===== config.mk =====
export PLATFORM = sky130hd
export DESIGN_NAME = lvl_irq_ctrl
export DESIGN_NICKNAME = d
export VERILOG_FILES = /design/src/rtl/lmic_pkg.sv /design/src/rtl/lmic_edge.sv /design/src/rtl/lmic_regfile.sv /design/src/rtl/lmic_arbiter.sv /design/src/rtl/lvl_irq_ctrl.sv
export SDC_FILE = /design/constraint.sdc
export NUM_CORES = 1
export LEC_CHECK = 0
export BUFFER_PORTS_ARGS = -buffer_cell sky130_fd_sc_hd__buf_2
export CAP_MARGIN = 0
export CORE_MARGIN = 4
export CORE_UTILIZATION = 30
export DETAILED_ROUTE_END_ITERATION = 8
export PLACE_DENSITY = 0.55
export SLEW_MARGIN = 20
export SYNTH_ARGS = -nofsm -noshare
export SYNTH_HDL_FRONTEND = slang
export SYNTH_HIERARCHICAL = 1
export SYNTH_SLANG_ARGS = --single-unit

===== constraint.sdc =====
create_clock -name clk -period 3.4 [get_ports clk]
set_clock_uncertainty 0.1 [all_clocks]
set_input_delay 0.68 -clock clk [delete_from_list [all_inputs] [get_ports clk]]
set_output_delay 0.68 -clock clk [all_outputs]
set_load 0.02 [all_outputs]

===== src/rtl/lmic_pkg.sv =====
package lmic_pkg;
    parameter int NSRC   = 16;
    parameter int LVL_W  = 3;
    parameter int REG_W  = 32;
    parameter int BYTE_W = 8;
    parameter int CODE_W = 6;
    parameter int IDX_W  = 3;

    localparam int LANES      = REG_W / BYTE_W;
    localparam int LANE_W     = $clog2(LANES);
    localparam int ADDR_W     = IDX_W + LANE_W;
    localparam int NLVL_WORDS = NSRC / LANES;
    localparam int MASK_BASE  = 16;
    localparam int NMI_CODE   = 32;

    localparam logic [IDX_W-1:0] IDX_STATUS = 3'd0;
    localparam logic [IDX_W-1:0] IDX_MASK   = 3'd1;
    localparam int               IDX_LVL0   = 4;

    typedef logic [LVL_W-1:0]  level_t;
    typedef logic [REG_W-1:0]  word_t;
    typedef logic [CODE_W-1:0] code_t;

    localparam word_t STATUS_RST = word_t'((64'd1 << NSRC) - 1);

    typedef struct packed {
        logic [NSRC-1:0] rise;
        logic [NSRC-1:0] fall;
        logic            nmi_rise;
        logic            nmi_fall;
    } edge_t;

    function automatic code_t src_code(input int idx);
        return code_t'(MASK_BASE + idx);
    endfunction

    function automatic word_t put_byte(input word_t w, input logic [LANE_W-1:0] lane,
                                       input logic [BYTE_W-1:0] b);
        word_t r;
        r = w;
        r[lane*BYTE_W +: BYTE_W] = b;
        return r;
    endfunction
endpackage


===== src/rtl/lmic_edge.sv =====
module lmic_edge
    import lmic_pkg::*;
(
    input  logic            clk,
    input  logic            rst,
    input  logic [NSRC-1:0] src_in,
    input  logic            nmi_in,
    output edge_t           ev
);
    logic [NSRC-1:0] src_q;
    logic            nmi_q;

    always_ff @(posedge clk) begin
        if (rst) begin
            src_q <= '0;
            nmi_q <= 1'b0;
        end else begin
            src_q <= src_in;
            nmi_q <= nmi_in;
        end
    end

    always_comb begin
        ev.rise     = src_in & ~src_q;
        ev.fall     = src_q & ~src_in;
        ev.nmi_rise = nmi_in & ~nmi_q;
        ev.nmi_fall = nmi_q & ~nmi_in;
    end
endmodule


===== src/rtl/lmic_regfile.sv =====
module lmic_regfile
    import lmic_pkg::*;
(
    input  logic                clk,
    input  logic                rst,
    input  logic [ADDR_W-1:0]   bus_addr,
    input  logic                bus_we,
    input  logic [BYTE_W-1:0]   bus_wdata,
    output logic [BYTE_W-1:0]   bus_rdata,
    input  logic [NSRC-1:0]     hw_clear,
    output level_t [NSRC-1:0]   levels,
    output word_t               mask_o
);
    logic [IDX_W-1:0]  idx;
    logic [LANE_W-1:0] lane;
    word_t             status_q, mask_q, status_nx;
    word_t             lvl_q [NLVL_WORDS];
    word_t             rd_word;

    assign idx  = bus_addr[ADDR_W-1:LANE_W];
    assign lane = bus_addr[LANE_W-1:0];

    // software write first, then hardware clear wins on the same bit
    always_comb begin
        status_nx = status_q;
        if (bus_we && idx == IDX_STATUS)
            status_nx = put_byte(status_q, lane, bus_wdata);
        status_nx = status_nx & ~word_t'(hw_clear);
    end

    always_ff @(posedge clk) begin
        if (rst) begin
            status_q <= STATUS_RST;
            mask_q   <= '0;
        end else begin
            status_q <= status_nx;
            if (bus_we && idx == IDX_MASK)
                mask_q <= put_byte(mask_q, lane, bus_wdata);
        end
    end

    for (genvar w = 0; w < NLVL_WORDS; w++) begin : g_lvl
        localparam logic [IDX_W-1:0] MY_IDX = IDX_W'(IDX_LVL0 + w);
        always_ff @(posedge clk) begin
            if (rst)
                lvl_q[w] <= '0;
            else if (bus_we && idx == MY_IDX)
                lvl_q[w] <= put_byte(lvl_q[w], lane, bus_wdata);
        end
    end

    for (genvar s = 0; s < NSRC; s++) begin : g_map
        assign levels[s] = lvl_q[s / LANES][(s % LANES) * BYTE_W +: LVL_W];
    end

    always_comb begin
        rd_word = '0;
        if (idx == IDX_STATUS)
            rd_word = status_q;
        else if (idx == IDX_MASK)
            rd_word = mask_q;
        else
            for (int w = 0; w < NLVL_WORDS; w++)
                if (idx == IDX_W'(IDX_LVL0 + w))
                    rd_word = lvl_q[w];
        bus_rdata = rd_word[lane*BYTE_W +: BYTE_W];
    end

    assign mask_o = mask_q;
endmodule


===== src/rtl/lmic_arbiter.sv =====
module lmic_arbiter
    import lmic_pkg::*;
(
    input  logic              clk,
    input  logic              rst,
    input  edge_t             ev,
    input  level_t [NSRC-1:0] levels,
    input  word_t             mask,
    output code_t             code_out
);
    logic [NSRC-1:0] eligible;
    code_t           code_q, code_nx;

    for (genvar s = 0; s < NSRC; s++) begin : g_cmp
        assign eligible[s] = ev.rise[s] && (word_t'(levels[s]) > mask);
    end

    always_comb begin
        code_nx = code_q;
        if ((|ev.fall) || ev.nmi_fall)
            code_nx = '0;
        else if (ev.nmi_rise)
            code_nx = code_t'(NMI_CODE);
        else
            for (int i = NSRC - 1; i >= 0; i--)
                if (eligible[i])
                    code_nx = src_code(i);
    end

    always_ff @(posedge clk) begin
        if (rst) code_q <= '0;
        else     code_q <= code_nx;
    end

    assign code_out = code_q;
endmodule


===== src/rtl/lvl_irq_ctrl.sv =====
module lvl_irq_ctrl
    import lmic_pkg::*;
(
    input  logic              clk,
    input  logic              rst,
    input  logic [NSRC-1:0]   src_in,
    input  logic              nmi_in,
    input  logic [ADDR_W-1:0] bus_addr,
    input  logic              bus_we,
    input  logic [BYTE_W-1:0] bus_wdata,
    output logic [BYTE_W-1:0] bus_rdata,
    output logic [CODE_W-1:0] code_out
);
    edge_t             ev;
    level_t [NSRC-1:0] levels;
    word_t             mask_w;

    lmic_edge u_edge (
        .clk(clk), .rst(rst), .src_in(src_in), .nmi_in(nmi_in), .ev(ev)
    );

    lmic_regfile u_rf (
        .clk(clk), .rst(rst), .bus_addr(bus_addr), .bus_we(bus_we),
        .bus_wdata(bus_wdata), .bus_rdata(bus_rdata), .hw_clear(ev.rise),
        .levels(levels), .mask_o(mask_w)
    );

    lmic_arbiter u_arb (
        .clk(clk), .rst(rst), .ev(ev), .levels(levels), .mask(mask_w),
        .code_out(code_out)
    );
endmodule


==> flow_summary.json <==
{
  "synth-edff-count": 128,
  "r2r-end": "u_arb/code_out[5]",
  "ys_seq_elements": 215,
  "setup.worst_path.start": "bus_addr[2]",
  "synthesis.nets": 1433,
  "clockRootBuffer": "clkbuf_16",
  "numPortBuffers": 46,
  "rr_startpoint": "u_rf/mask_o[1]",
  "r2r_setup_slack_ns": 0.54,
  "grt_pass1_wl_um": 60200,
  "drt_wl_total_um": 40600,
  "crit_top_cell": "buf_4",
  "swShare_pct": 26.4,
  "worstHoldStart": "src_in[4]",
  "hp-class": "in2reg",
  "gp_congestion": 0.938,
  "nFillCells": 4317,
  "ys_seq_area_share_pct": 44.1,
  "min_to": "u_edge/src_q[4]",
  "max_stage_delay_ns": 0.29,
  "cap_violations": 0,
  "grt_setup_unrepaired": "false",
  "nets": 1424,
  "ioPinCount": 47,
  "numCtsBuffers": 25,
  "slew_violations": 0,
  "synthArstFlopShare_pct": 0,
  "area_growth_pct": 10.9,
  "worst-path-max-fanout": 34,
  "syn_inst": 1348,
  "grt_max_degree": 78,
  "p_per_area_nw_per_um2": 448,
  "clkTransAtPathRegs_ns": 0.06,
  "hold_viol_final": 0,
  "rows": 75,
  "synth.avg_cell_area_um2": 9.40,
  "grt_pass1_vias": 9666,
  "relSlewSlack_pct": 43.8,
  "routedWlPerCell_um": 21.4,
  "switching_power_mw": 1.66,
  "clkLatencyLatePin_ns": 0.54,
  "crit_buf_inv": 5,
  "combPwrFrac_pct": 12.4,
  "layout-drive-gt1-share_pct": 12.6,
  "synth_ff_type": "edfxtp_1",
  "leakagePower_nw": 5.23,
  "via_per_inst": 5.34,
  "antenna_found_initial": 2,
  "yosysWarnings": 6,
  "clock_sinks": 215,
  "start_kind": "input pin",
  "min_period_over_period_pct": 97.3,
  "fmax_mhz": 302,
  "ant_nets": 0,
  "cp_slowest_cell": "o311a_1",
  "netlist_area_um2": 12700,
  "drcViolationCount": 0,
  "cp.required_ns": 2.62,
  "gr-usage-all-layers_pct": 17.2,
  "chipWidth_um": 213,
  "p_int_mw": 4.64,
  "grt-ovfl-total": 0,
  "vias": 10100,
  "tightestPinTransition_ns": 0.842,
  "setup_viol": 0,
  "die_h_um": 213,
  "hold_depth": 2,
  "cts_tree": "yes",
  "finalHoldWorstSlack_ns": 0.274,
  "peakVddDrop_v": 0.000259,
  "ctsHtreeMaxLevel": 1,
  "worstSetupPathType": "in2out",
  "crit_path_end_kind": "primary output",
  "worstPathCellList": "buf_4, buf_12, or3_1, buf_4, nor2_1, o311a_1, a31oi_2, buf_4, buf_2",
  "cts_max_path_buffers": 3,
  "coreArea_um2": 41900,
  "floorplan.initialDensity_pct": 30.3,
  "final.setup.tns_ns": 0,
  "reg2reg_depth": 9,
  "critPathTopFamily": "buffers and inverters",
  "dp_hpwl_um": 28800,
  "power_frac_seq_pct": 46.5,
  "outcome": "completed",
  "antenna_cells": 0,
  "period_needed_ns": 3.31,
  "clockPowerShare_pct": 41.1,
  "netlist-cell-type-count": 65,
  "drtIter0Drc": 971,
  "first_pass_iters": 6,
  "arrival_ns": 2.53,
  "dieArea_um2": 45600
}
-- layout by cell type (no fill, tap or decap), drive strengths merged, types with 14 or more instances in the layout --
cell / synthesis / final
a21oi: 192 / 192
nor2: 143 / 143
nand2b: 132 / 132
edfxtp: 128 / 128
buf: 90 / 98
dfxtp: 87 / 87
nand2: 78 / 78
mux2i: 71 / 71
ha: 52 / 52
inv: 49 / 51
nor2b: 49 / 49
o21ai: 40 / 40
clkbuf: 44 / 38
o21bai: 20 / 20
nand3: 16 / 16
a32oi: 16 / 16
a221oi: 16 / 16
o2111ai: 14 / 14
-- worst register-to-register path, delay by kind of cell, from the launching register on --
| family | cells | cell delay (ns) |
|---|---|---|
| and+or+nand+nor | 7 | 1.40 |
| DFF | 1 | 0.33 |
| adders and majority gates | 1 | 0.38 |
| buffers and inverters | 1 | 0.54 |
-- power by group through the flow --
stage	Combinational [mW]	Sequential (mW)	Clock (mW)
floorplan	0.534	2.96	0
global placement	0.757	2.99	0
detailed placement	0.766	2.99	0
CTS	0.770	2.93	2.64
global route	0.842	2.94	2.77
finish	0.780	2.93	2.59
-- stage by stage --
step / power, mW / setup slack, ns / util (%) / area, µm² / instances
final: 6.30 / 0.0904 / 33.6 / 14000 / 1896
after global placement: 3.74 / -0.0621 / 31.7 / 13300 / 1851
after detailed placement: 3.75 / -0.0566 / 31.7 / 13300 / 1851
after global routing: 6.55 / 0.0505 / 33.6 / 14000 / 1896
after floorplan: 3.49 / 0.150 / - / 12700 / 1348
after CTS: 6.34 / 0.0680 / 33.5 / 14000 / 1896
-- layout make-up --
type,count,area (µm²),area share (%)
Multi-Input combinational cell,950,6140,43.7
Sequential cell,215,5590,39.8
Clock buffer,38,734,5.23
Timing Repair Buffer,98,686,4.88
Tap cell,539,674,4.80
Inverter,49,184,1.31
Clock inverter,7,42.5,0.303
-- synth_stat cells (6+ instances only) --
master | instances | area, µm²
o211ai_1 | 11 | 82.6
clkbuf_1 | 44 | 165
mux2i_1 | 71 | 711
o22ai_1 | 10 | 62.6
o221ai_1 | 10 | 87.6
o2111ai_1 | 14 | 123
and2b_2 | 7 | 61.3
edfxtp_1 | 128 | 3840
nand2_1 | 76 | 285
nand3_1 | 16 | 80.1
a21oi_1 | 191 | 956
ha_1 | 52 | 651
buf_4 | 59 | 443
nand2b_1 | 132 | 826
nor4_1 | 10 | 62.6
nor2b_1 | 49 | 307
a221oi_1 | 13 | 114
and2_1 | 6 | 37.5
dfxtp_1 | 87 | 1740
o21ai_0 | 25 | 125
inv_1 | 49 | 184
o21bai_1 | 20 | 150
nor2_1 | 142 | 533
buf_2 | 22 | 110
o21ai_1 | 15 | 75.1
a32oi_1 | 16 | 140
-- what timing repair did --
| action | CTS | global route |
|---|---|---|
| gates resized for setup | 2 | 2 |
| pin swaps | 0 | 0 |
| setup buffers | 0 | 0 |
| hold buffers | 0 | 0 |
| gates cloned | 0 | 0 |
| setup endpoints to repair | 1 | 1 |
-- state kept, by name (all words and copies together), names as in the netlist --
register	cells
u_rf/status_q	32
u_edge/src_q	16
u_edge/nmi_q	1
u_arb/code_out	6
u_rf/mask_o	32
u_rf/lvl_q	128
-- per-layer routing --
layer	vias to the layer above	global-route usage [%]	share of wire, %
met5	-	0	0
met4	0	5.50	3.4
met3	75	3.69	8.1
met2	428	25.9	43
met1	4884	24.9	45
li1	4744	-	-
-- worst max path at each step --
stage	cells past startpoint	slack, ns	endpoint
floorplan	5	0.15	u_rf/lvl_q[1][0]
global placement	7	-0.06	bus_rdata[0]
detailed placement	7	-0.06	bus_rdata[0]
CTS	9	0.07	bus_rdata[0]
global route	8	0.05	bus_rdata[0]
finish	9	0.09	bus_rdata[0]
-- kinds of logic (layout without fill, tap and decap cells) --
family                     count (synthesis)  after routing  share of synthesized area (%)
adders and majority gates                 52             52                           5.14
AOI/OAI and AO/OA                        349            349                           16.8
and+or+nand+nor                          470            470                           19.5
DFF                                      215            215                           44.1
buffers and inverters                    183            192                           7.86
muxes                                     79             79                           6.59
No activity file was read; power rests on OpenSTA's default activity.
